==> src/rtl/iopPkg.sv <==
package iopPkg;
  localparam int IOPL_LSB = 13;
  localparam int SPAN_W   = 16;

  typedef enum logic [1:0] {
    ST_IDLE = 2'd0,
    ST_CHK0 = 2'd1,
    ST_CHK1 = 2'd2
  } iopState_t;

  typedef struct packed {
    logic load;   // capture request fields
    logic sel1;   // address / test the second bitmap byte
  } ctlStrobe_t;
endpackage

==> src/rtl/iopDatapath.sv <==
module iopDatapath
  import iopPkg::*;
#(
  parameter int PORT_W = 16,
  parameter int OFS_W  = 16,
  parameter int ADDR_W = 32,
  parameter int FLAG_W = 32
) (
  input  logic              clk,
  input  logic              rstN,
  input  ctlStrobe_t        strobe,
  input  logic [1:0]        cpl,
  input  logic [FLAG_W-1:0] flagsWord,
  input  logic [PORT_W-1:0] portNum,
  input  logic [1:0]        accWidth,
  input  logic [OFS_W-1:0]  bmapOffset,
  input  logic [ADDR_W-1:0] tssLimit,
  input  logic [7:0]        rdData,
  output logic [ADDR_W-1:0] rdAddr,
  output logic              levelOk,
  output logic              beyondCur,
  output logic              hitCur,
  output logic              spanCross
);
  logic [1:0]        ioplVal;
  logic              unusedFlagBits;
  logic [3:0]        lenMask;
  logic [SPAN_W-1:0] spanNext;
  logic [ADDR_W-1:0] offNext;
  logic [SPAN_W-1:0] spanR;
  logic [ADDR_W-1:0] off0R;
  logic [ADDR_W-1:0] limitR;
  logic [7:0]        maskCur;

  assign ioplVal        = flagsWord[IOPL_LSB+1:IOPL_LSB];
  assign unusedFlagBits = ^{flagsWord[FLAG_W-1:IOPL_LSB+2], flagsWord[IOPL_LSB-1:0]};
  assign levelOk        = (cpl <= ioplVal);

  always_comb begin
    case (accWidth)
      2'd0:    lenMask = 4'b0001;
      2'd1:    lenMask = 4'b0011;
      default: lenMask = 4'b1111;
    endcase
  end

  assign spanNext = SPAN_W'(lenMask) << portNum[2:0];
  assign offNext  = ADDR_W'(bmapOffset) + ADDR_W'(portNum >> 3);

  always_ff @(posedge clk) begin
    if (!rstN) begin
      spanR  <= '0;
      off0R  <= '0;
      limitR <= '0;
    end else if (strobe.load) begin
      spanR  <= spanNext;
      off0R  <= offNext;
      limitR <= tssLimit;
    end
  end

  assign rdAddr    = strobe.sel1 ? off0R + ADDR_W'(1) : off0R;
  assign maskCur   = strobe.sel1 ? spanR[SPAN_W-1:8] : spanR[7:0];
  assign beyondCur = (rdAddr > limitR);
  assign hitCur    = |(rdData & maskCur);
  assign spanCross = |spanR[SPAN_W-1:8];
endmodule

==> src/rtl/iopControl.sv <==
module iopControl
  import iopPkg::*;
(
  input  logic       clk,
  input  logic       rstN,
  input  logic       reqValid,
  input  logic       reqPort,
  input  logic       levelOk,
  input  logic       beyondCur,
  input  logic       hitCur,
  input  logic       spanCross,
  input  logic       rdValid,
  output ctlStrobe_t strobe,
  output logic       rdReq,
  output logic       busy,
  output logic       doneOk,
  output logic       doneFault
);
  iopState_t state, nextState;
  logic okNext, faultNext;

  always_comb begin
    nextState   = state;
    strobe      = '0;
    strobe.sel1 = (state == ST_CHK1);
    okNext      = 1'b0;
    faultNext   = 1'b0;
    rdReq       = 1'b0;
    case (state)
      ST_IDLE: begin
        if (reqValid) begin
          strobe.load = 1'b1;
          if (levelOk)       okNext    = 1'b1;
          else if (!reqPort) faultNext = 1'b1;
          else               nextState = ST_CHK0;
        end
      end
      ST_CHK0, ST_CHK1: begin
        if (beyondCur) begin
          faultNext = 1'b1;
          nextState = ST_IDLE;
        end else begin
          rdReq = 1'b1;
          if (rdValid) begin
            if (hitCur) begin
              faultNext = 1'b1;
              nextState = ST_IDLE;
            end else if (state == ST_CHK0 && spanCross) begin
              nextState = ST_CHK1;
            end else begin
              okNext    = 1'b1;
              nextState = ST_IDLE;
            end
          end
        end
      end
      default: nextState = ST_IDLE;
    endcase
  end

  always_ff @(posedge clk) begin
    if (!rstN) begin
      state     <= ST_IDLE;
      doneOk    <= 1'b0;
      doneFault <= 1'b0;
    end else begin
      state     <= nextState;
      doneOk    <= okNext;
      doneFault <= faultNext;
    end
  end

  assign busy = (state != ST_IDLE);
endmodule

==> src/rtl/ioPermCheck.sv <==
module ioPermCheck
  import iopPkg::*;
#(
  parameter int PORT_W = 16,
  parameter int OFS_W  = 16,
  parameter int ADDR_W = 32,
  parameter int FLAG_W = 32
) (
  input  logic              clk,
  input  logic              rstN,
  input  logic              reqValid,
  input  logic              reqPort,
  input  logic [1:0]        cpl,
  input  logic [FLAG_W-1:0] flagsWord,
  input  logic [PORT_W-1:0] portNum,
  input  logic [1:0]        accWidth,
  input  logic [OFS_W-1:0]  bmapOffset,
  input  logic [ADDR_W-1:0] tssLimit,
  output logic              rdReq,
  output logic [ADDR_W-1:0] rdAddr,
  input  logic [7:0]        rdData,
  input  logic              rdValid,
  output logic              busy,
  output logic              doneOk,
  output logic              doneFault
);
  ctlStrobe_t strobe;
  logic levelOk, beyondCur, hitCur, spanCross;

  iopDatapath #(
    .PORT_W(PORT_W), .OFS_W(OFS_W), .ADDR_W(ADDR_W), .FLAG_W(FLAG_W)
  ) uDp (
    .clk(clk), .rstN(rstN), .strobe(strobe), .cpl(cpl), .flagsWord(flagsWord),
    .portNum(portNum), .accWidth(accWidth), .bmapOffset(bmapOffset),
    .tssLimit(tssLimit), .rdData(rdData), .rdAddr(rdAddr), .levelOk(levelOk),
    .beyondCur(beyondCur), .hitCur(hitCur), .spanCross(spanCross)
  );

  iopControl uCtl (
    .clk(clk), .rstN(rstN), .reqValid(reqValid), .reqPort(reqPort),
    .levelOk(levelOk), .beyondCur(beyondCur), .hitCur(hitCur),
    .spanCross(spanCross), .rdValid(rdValid), .strobe(strobe), .rdReq(rdReq),
    .busy(busy), .doneOk(doneOk), .doneFault(doneFault)
  );
endmodule

==> config.mk <==
export PLATFORM = sky130hd
export DESIGN_NAME = ioPermCheck
export DESIGN_NICKNAME = d
export VERILOG_FILES = /design/src/rtl/iopPkg.sv /design/src/rtl/iopDatapath.sv /design/src/rtl/iopControl.sv /design/src/rtl/ioPermCheck.sv
export SDC_FILE = /design/constraint.sdc
export NUM_CORES = 1
export LEC_CHECK = 0
export BUFFER_PORTS_ARGS = -buffer_cell sky130_fd_sc_hd__clkbuf_2
export CORE_UTILIZATION = 35
export DETAILED_ROUTE_END_ITERATION = 10
export SYNTH_ARGS = -nofsm -noshare
export SYNTH_HDL_FRONTEND = slang
export SYNTH_HIERARCHICAL = 1
export SYNTH_SLANG_ARGS = --single-unit
==> constraint.sdc <==
create_clock -name clk -period 4.6 [get_ports clk]
set_input_delay 1.38 -clock clk [delete_from_list [all_inputs] [get_ports clk]]
set_output_delay 1.38 -clock clk [all_outputs]
set_load 0.05 [all_outputs]
==> out/results.ini, run 1 <==
[sta]
fmax_ghz = 0.212
rsz0062_at_grt = true
skew_ps = 4.75
post-route-period-util_pct = 103
setup_viol = 1
finalHoldViolCount = 0
fin_crit_ps = 4720
max-slew-margin-rel_pct = 31.6
slew_viol_final = 0
setup_slack_ps = -125
worst_slew_pin_slew_ps = 1030

[placed_design]
dp.cells = 774
port_buffers = 104
place_congestion = 0.818
hpwlAfterDp_um = 7700

[floorplanning]
die_area_um2 = 12900
core-area_um2 = 12100
die_x_um = 114
start_util_pct = 36.2
pin_count = 149
placementRows = 40
die_h_um = 114

[grt]
grt_pass1_vias = 3521
antenna_found_initial = 0
grt_max_degree = 79
grt_first_pass_wirelength_um = 16200
gr-total-overflow = 0
grtUsageTotal_pct = 15.8

[cts]
cts_max_level = 3
worstSkewPairLatency_ps = 330
cts_buffers = 9
clk_path_buf_depth = 2
clock-root-buffer = clkbuf_16
cts_hold_buf = 0
cts.sinks = 64
cts_tree = yes
clk_pin_slew_ps = 60

[worst_setup_path]
cp.arrival_ps = 3340
crit_slowest_cell = or4_4
critical-path-max-stage-delay_ps = 550
cp_num_buf_inv = 3
worstPathCellList = inv_2 > ha_4 > buf_6 > nand4_1 > nor3_4 > nand3_2 > xnor2_4 > ha_4 > nand4_1 > or4_4 > o221ai_2 > a31oi_1 > and2b_4 > clkbuf_16
startpoint_type = flop
crit_path_end_kind = primary output
crit_family = simple AND/OR/NAND/NOR gates
crit_type = flop to primary output
critPathRequiredTime_ps = 3220
cp_max_fo = 3

[synth]
ys_ff_latch = 64
synth_seq_area_share_pct = 29.4
ys_warn_count = 6
avgSynthCellArea_um2 = 8.76
syn_area_um2 = 4360
syn_inst = 498
synth-async-reset-ratio_pct = 0
synth_cell_types = 66
ys.flop_type = dfxtp_1
synth_edf_count = 0

[final_layout]
multi_input_area_um2 = 3070
regArea_um2 = 1280
syn_to_final_growth_pct = 31.5
antenna_cells = 0
final_common_cell = clkbuf_2
fillers = 1163
nNetsFinal = 772
final_cells = 793
final_cell_mix = clkbuf_2 (103), dfxtp_1 (62), nor2b_1 (53)
drive_above_1_share_pct = 31.2

[outcome]
outcome = complete, but fails checks
violations = negative setup slack

[detailed_routing]
drt_wl_total_um = 9950
drtAntennaViolNets = 0
num_vias = 3799
first_pass_iters = 4
drt-vias-per-instance = 4.79
initialDrtViolationCount = 169
drc = 0
wl_per_cell_um = 12.5

[power_and_ir_drop]
power.density_nw_per_um2 = 320
leakagePower_nw = 2.70
power_mw = 1.84
vdd_ir_drop_max_v = 0.000174

[job]
drv_cap = 0

[min_path]
worstHoldPathType = flop to flop

## cells in the mapped netlist, drive strengths merged (2+ instances only)
cell type | n | share of area (%)
a22oi | 6 | 1.0
and2 | 5 | 0.72
o21a | 3 | 0.52
and3 | 4 | 0.60
nand2b | 6 | 0.86
mux2i | 39 | 8.9
a21o | 10 | 1.7
a21boi | 2 | 0.34
or3 | 4 | 0.69
or4 | 2 | 0.34
nor3 | 4 | 0.69
xnor2 | 19 | 3.8
nor2 | 20 | 1.9
o211ai | 7 | 1.2
o21bai | 2 | 0.34
nand4 | 12 | 2.1
nor4 | 3 | 0.43
dfxtp | 64 | 29
a31oi | 7 | 1.0
xor2 | 6 | 1.2
nand3 | 12 | 1.5
ha | 38 | 11
clkbuf | 13 | 1.1
nand2 | 30 | 2.8
a211oi | 6 | 1.1
a21oi | 22 | 2.5
buf | 20 | 3.2
o211a | 5 | 1.1
nand3b | 6 | 1.0
inv | 31 | 2.7
o21ai | 16 | 1.9
nor2b | 53 | 7.6
o22ai | 3 | 0.43
## layout make-up
| class | count | area share, % |
|---|---|---|
| well taps | 168 | 3.66 |
| clock inverters | 6 | 1.18 |
| flip-flops and latches | 64 | 22.4 |
| multi-input cells | 383 | 53.5 |
| inverters | 31 | 2.03 |
| clock buffers | 10 | 4.16 |
| repair buffers | 131 | 13.1 |
## per-layer routing
metal	up-vias	track usage (%)	wire length (um)
met2	80	25.4	4650
met4	0	5.44	104
met1	1738	20.9	4780
met5	-	0	0
li1	1974	-	-
met3	7	3.67	427
## through the flow
| stage | TNS, ps | cell area [um2] | hold slack, ps | util, % | setup slack, ps |
|---|---|---|---|---|---|
| 2_1_floorplan | -49.1 | 4560 | 454 | - | -49.1 |
| 3_3_place_gp | -66.1 | 5280 | 466 | 43.8 | -66.1 |
| 3_5_place_dp | -79.2 | 5280 | 473 | 43.8 | -79.2 |
| 4_1_cts | -211 | 5660 | 486 | 46.9 | -211 |
| 5_1_grt | -331 | 5740 | 518 | 47.6 | -331 |
| 6_report | -125 | 5740 | 483 | 47.6 | -125 |
## cell families after synthesis
kind of cell	count (synthesis)	share of synthesized area, %
mux	40	9.21
xor+xnor	25	5.02
simple gates	167	22.5
flops	64	29.4
fa+ha+maj	39	11.4
buf+inv	64	7.00
compound gates	98	15.5
other cells	1	0.0860
## path summary, 6_finish.rpt
| path | from | end | slack (ps) | depth (start not counted) |
|---|---|---|---|---|
| worst max-delay path | uCtl/state[0] | rdReq | -120 | 14 |
| worst min register to register | uDp/spanR[5] | uDp/spanR[5] | 480 | 1 |
| worst min-delay path | uDp/spanR[5] | uDp/spanR[5] | 480 | 1 |
| worst max register to register | uCtl/state[0] | uCtl/state[1] | 1200 | 16 |
## report_power, final
part | switching (mW) | internal [mW]
registers | 0.0359 | 0.597
logic | 0.299 | 0.219
clock network | 0.251 | 0.435
## registers in the layout (all words and copies together), names as in the netlist
register and count:
uDp/limitR 32, uDp/off0R 17, uDp/spanR 11, uCtl/state 2, uCtl/doneFault 1, uCtl/doneOk 1
## repair_timing
item,CTS,global route
setup endpoints to repair,1,1
pin swaps,5,14
gates resized for setup,11,14
buffers inserted,2,1
cloned,0,0
(Power assumes the default switching activity.)
==> run 2: changes to the inputs <==
--- a/config.mk
+++ b/config.mk
@@ -6,8 +6,11 @@
 export NUM_CORES = 1
 export LEC_CHECK = 0
 export BUFFER_PORTS_ARGS = -buffer_cell sky130_fd_sc_hd__clkbuf_2
+export CELL_PAD_IN_SITES_DETAIL_PLACEMENT = 0
+export CELL_PAD_IN_SITES_GLOBAL_PLACEMENT = 1
 export CORE_UTILIZATION = 35
 export DETAILED_ROUTE_END_ITERATION = 10
+export PLACE_DENSITY_LB_ADDON = 0.1
 export SYNTH_ARGS = -nofsm -noshare
 export SYNTH_HDL_FRONTEND = slang
 export SYNTH_HIERARCHICAL = 1
==> run 2 against run 1 <==
  * The flow still finishes with violations (negative setup slack)
  * Global-route usage grew 0.66 points
  * Critical endpoint unchanged
  * Combinational power about the same
  * Non-clock buffer count increased by 1
  * Critical path depth unchanged
  * Largest power group unchanged
  * Clock skew hardly changed
  * First-iteration DRC count is 19% higher
  * Critical path type unchanged
  * Flip-flop and latch count unchanged
  * Via count shrank 0.66%
  * Hold slack better by 2.6 ps
  * Worst setup slack worse by 8.7 ps
  * Final area decreased by 0.35%
==> out/results.ini, run 2 (same netlist as run 1, synthesis figures left out) <==
[outcome]
outcome = complete, but fails checks
violations = negative setup slack

[worst_setup_path]
cp_max_fo = 4
crit_type = flop to primary output
r2r_end = uCtl/state[1]
r2r_cells = 16
reg2reg_from = uCtl/state[0]
startpoint_type = flop
worstSetupStartpoint = uCtl/state[0]
critPathRequiredTime_ps = 3220
ff2ff_setup_slack_ps = 1160
crit_path_end_kind = primary output
endpoint = rdReq
cp.arrival_ps = 3350

[sta]
slew_viol_final = 0
fin_crit_ps = 4730
setup_viol = 1
max-slew-margin-rel_pct = 35.6
rsz0062_at_grt = true
worst_slew_pin_slew_ps = 966
hold-worst-slack_ps = 486
setup_slack_ps = -133
post-route-period-util_pct = 103
skew_ps = 4.77
fmax_ghz = 0.211
finalHoldViolCount = 0
setup_tns_ps = -133

[cts]
cts_max_level = 3
worstSkewPairLatency_ps = 330
cts_hold_buf = 0
cts.sinks = 64
cts_tree = yes
clk_pin_slew_ps = 60
cts_buffers = 9
clk_path_buf_depth = 2
clock-root-buffer = clkbuf_16

[grt]
grtUsageMet2_pct = 25.8
grt_max_degree = 74
use_met3_pct = 3.24
gr-total-overflow = 0
grtUsageTotal_pct = 16.5
grt_use_met1_pct = 22.3
antenna_found_initial = 0
grt_pass1_vias = 3569
grt_first_pass_wirelength_um = 16700
grt-busiest-layer = met2

[final_layout]
nNetsFinal = 773
utilization_pct = 47.4
fillers = 1200
antenna_cells = 0
final_cell_mix = clkbuf_2 (103), dfxtp_1 (62), nor2b_1 (53)
final_common_cell = clkbuf_2
drive_above_1_share_pct = 31.0
regArea_um2 = 1280
top_regs = uDp/limitR (32), uDp/off0R (17), uDp/spanR (11)
largest_reg_flops = 32
top_register = uDp/limitR
syn_to_final_growth_pct = 31.1
multi_input_area_um2 = 3060

[power_and_ir_drop]
power_mw = 1.83
vdd_ir_drop_max_v = 0.000157
leakagePower_nw = 2.70
power.density_nw_per_um2 = 320

[job]
drv_cap = 0

[detailed_routing]
drt-vias-per-instance = 4.75
initialDrtViolationCount = 201
first_pass_iters = 4
wl_per_cell_um = 13.0
drtAntennaViolNets = 0
drc = 0
drt_wl_total_um = 10300
num_vias = 3774

[placed_design]
hpwlAfterDp_um = 7940
place_congestion = 0.804
port_buffers = 104
dp_slack_ps = -98.8

[floorplanning]
pin_count = 149
die_h_um = 114
die_x_um = 114
start_util_pct = 36.2
placementRows = 40
core-area_um2 = 12100
die_area_um2 = 12900

[min_path]
worstHoldPathType = flop to flop
hold_start = uDp/spanR[5]

-- run 2: area by class of cell --
class                           instances  area share, %
Multi-Input combinational cell        383           53.5
Sequential cell                        64           22.5
Timing Repair Buffer                  132           13.1
Clock buffer                           10           4.00
Tap cell                              168           3.68
Inverter                               31           2.04
Clock inverter                          6           1.23
-- run 2: how the worst min path moves through the flow --
stage,cells past startpoint,end,slack (ps)
floorplan,1,uDp/spanR[5],450
global placement,1,uDp/spanR[6],460
detailed placement,1,uDp/spanR[5],470
CTS,1,uDp/spanR[5],490
global route,1,uDp/spanR[5],500
finish,1,uDp/spanR[5],490
-- run 2: layer usage --
layer	part of all wire (%)	vias up	routed length (um)
met5	0	-	0
met4	1.7	0	174
met3	4.0	14	407
met2	44	92	4570
met1	50	1695	5130
li1	-	1973	-
-- run 2: timing repair --
| item | 4_1_cts | 5_1_grt |
|---|---|---|
| gates resized for setup | 15 | 7 |
| pin swaps | 5 | 7 |
| setup endpoints to repair | 1 | 1 |
| buffers inserted | 1 | 2 |
-- run 2: per-stage QoR --
step / instance area, um2 / cells
final: 5720 / 794
after detailed placement: 5290 / 775
after floorplan: 4560 / 511
after global routing: 5720 / 794
after CTS: 5670 / 792
after global placement: 5290 / 775
-- run 2: worst max-delay path: stages (launching register included) --
cell	delay [ps]
dfxtp_2	320
inv_2	70
ha_4	160
buf_4	120
nand4_1	150
nor3_4	290
nand3_2	160
xnor2_4	160
ha_1	300
nand4_1	110
or4_4	550
o221ai_2	140
a31oi_1	80
and2b_4	270
clkbuf_16	150
-- run 2: power breakdown --
part | switching, mW | internal, mW | total (mW)
combinational | 0.302 | 0.218 | 0.520
clock | 0.260 | 0.421 | 0.681
sequential | 0.0341 | 0.596 | 0.630
total | 0.595 | 1.24 | 1.83
==> run 3: changes to the inputs <==
--- a/config.mk
+++ b/config.mk
@@ -8,9 +8,10 @@
 export BUFFER_PORTS_ARGS = -buffer_cell sky130_fd_sc_hd__clkbuf_2
 export CELL_PAD_IN_SITES_DETAIL_PLACEMENT = 0
 export CELL_PAD_IN_SITES_GLOBAL_PLACEMENT = 1
-export CORE_UTILIZATION = 35
+export CORE_UTILIZATION = 37
 export DETAILED_ROUTE_END_ITERATION = 10
 export PLACE_DENSITY_LB_ADDON = 0.1
+export SKIP_CTS_REPAIR_TIMING = 1
 export SYNTH_ARGS = -nofsm -noshare
 export SYNTH_HDL_FRONTEND = slang
 export SYNTH_HIERARCHICAL = 1
==> run 3 against run 2 <==
  * Largest power group unchanged
  * Clock skew is 1.2 ps higher
  * Critical path type unchanged
  * Combinational power shrank 1%
  * Power shrank 2.7%
  * The run still ends with negative setup slack left
  * Flip-flop and latch count is the same
==> out/results.ini, run 3 (same netlist as run 1, synthesis figures left out) <==
[floorplanning]
pin_count = 149
start_util_pct = 38.0
core-area_um2 = 11500
die_x_um = 111
die_h_um = 111
die_area_um2 = 12200
placementRows = 39

[final_layout]
final_common_cell = clkbuf_2
fillers = 1101
largest_reg_flops = 32
nNetsFinal = 770
final_cells = 766
top_regs = uDp/limitR (32), uDp/off0R (17), uDp/spanR (11)
drive_above_1_share_pct = 29.7
final_cell_mix = clkbuf_2 (103), dfxtp_1 (63), nor2b_1 (53)
syn_to_final_growth_pct = 28.5
utilization_pct = 48.9
antenna_cells = 0
top_register = uDp/limitR

[detailed_routing]
drc = 0
initialDrtViolationCount = 179
first_pass_iters = 4
num_vias = 3811
drt_wl_total_um = 10200
drt-vias-per-instance = 4.98
wl_per_cell_um = 13.4
drtAntennaViolNets = 0

[sta]
finalHoldViolCount = 0
rsz0062_at_grt = true
slew_viol_final = 0
fin_crit_ps = 4760
skew_ps = 5.98
max-slew-margin-rel_pct = 44.4
setup_slack_ps = -165
setup_viol = 1
hold-worst-slack_ps = 482
post-route-period-util_pct = 104
fmax_ghz = 0.210
worst_slew_pin_slew_ps = 834

[grt]
grt_first_pass_wirelength_um = 17400
grt_pass1_vias = 3697
grt_max_degree = 58
grtUsageTotal_pct = 17.4
antenna_found_initial = 0
gr-total-overflow = 0

[worst_setup_path]
crit_path_end_kind = primary output
critPathRequiredTime_ps = 3220
startpoint_type = flop
cp_max_fo = 3
cp.arrival_ps = 3380
crit_type = flop to primary output

[min_path]
worstHoldPathType = flop to flop

[cts]
cts_buffers = 9
cts_tree = yes
cts_max_level = 3
clock-root-buffer = clkbuf_16
clk_pin_slew_ps = 60
clk_path_buf_depth = 2
worstSkewPairLatency_ps = 330
cts.sinks = 64

[placed_design]
dp.cells = 750
port_buffers = 104
hpwlAfterDp_um = 7940
place_congestion = 0.783

[power_and_ir_drop]
power_mw = 1.78
vdd_ir_drop_max_v = 0.000183
leakagePower_nw = 2.66
power.density_nw_per_um2 = 318

[outcome]
violations = negative setup slack
outcome = complete, but fails checks

[job]
drv_cap = 0

==> run 3: changes by cell type in the layout (fill, tap and decap cells not counted), sizes merged <==
cell | before | now
bufinv | 1 | 0
buf | 28 | 26
clkbuf | 114 | 113
clkinv | 2 | 3
==> run 3: critical path: stages (launching register included) <==
cell      delay, ps
dfxtp_1         340
ha_2            220
nand2_4          50
or3_4           380
nor2_4          160
nand4_4         130
nor3_4          280
xor2_4          110
ha_4            280
nand3_1          60
or4_4           420
o221ai_2        140
a31oi_1          70
and2b_4         270
buf_8           140
==> run 3: path summary, 6_finish.rpt <==
check / from / endpoint / slack, ps / cells after the start
setup reg to reg: uDp/off0R[0] / uCtl/state[1] / 1150 / 16
hold / removal: uDp/spanR[5] / uDp/spanR[5] / 480 / 1
hold reg to reg: uDp/spanR[5] / uDp/spanR[5] / 480 / 1
setup / recovery: uDp/off0R[0] / rdReq / -160 / 14
==> run 3: stage by stage <==
stage	setup TNS [ps]	worst slack (ps)	instance area (um2)
2_1_floorplan	-49.1	-49.1	4560
3_3_place_gp	-44.6	-44.6	5260
3_5_place_dp	-88.3	-88.3	5260
4_1_cts	-448	-448	5540
5_1_grt	-325	-325	5610
6_report	-165	-165	5610
==> run 3: area by class of cell <==
type / instances / area (um2) / area share, %
clock buffers: 10 / 239 / 4.26
inverters: 31 / 116 / 2.08
repair buffers: 129 / 718 / 12.8
multi-input cells: 383 / 3030 / 54.0
well taps: 143 / 179 / 3.19
flip-flops and latches: 64 / 1280 / 22.9
clock inverters: 6 / 45.0 / 0.804
==> run 3: report_power, final <==
| part | switching [mW] | internal, mW |
|---|---|---|
| Sequential | 0.0345 | 0.596 |
| Combinational | 0.299 | 0.213 |
| Clock | 0.258 | 0.380 |
==> run 3: layer usage <==
metal	wire length, um	GRT usage, %	vias to the layer above
met1	4930	23.0	1728
met5	0	0	-
li1	-	-	1976
met4	116	5.42	0
met3	458	3.40	8
met2	4730	28.4	99
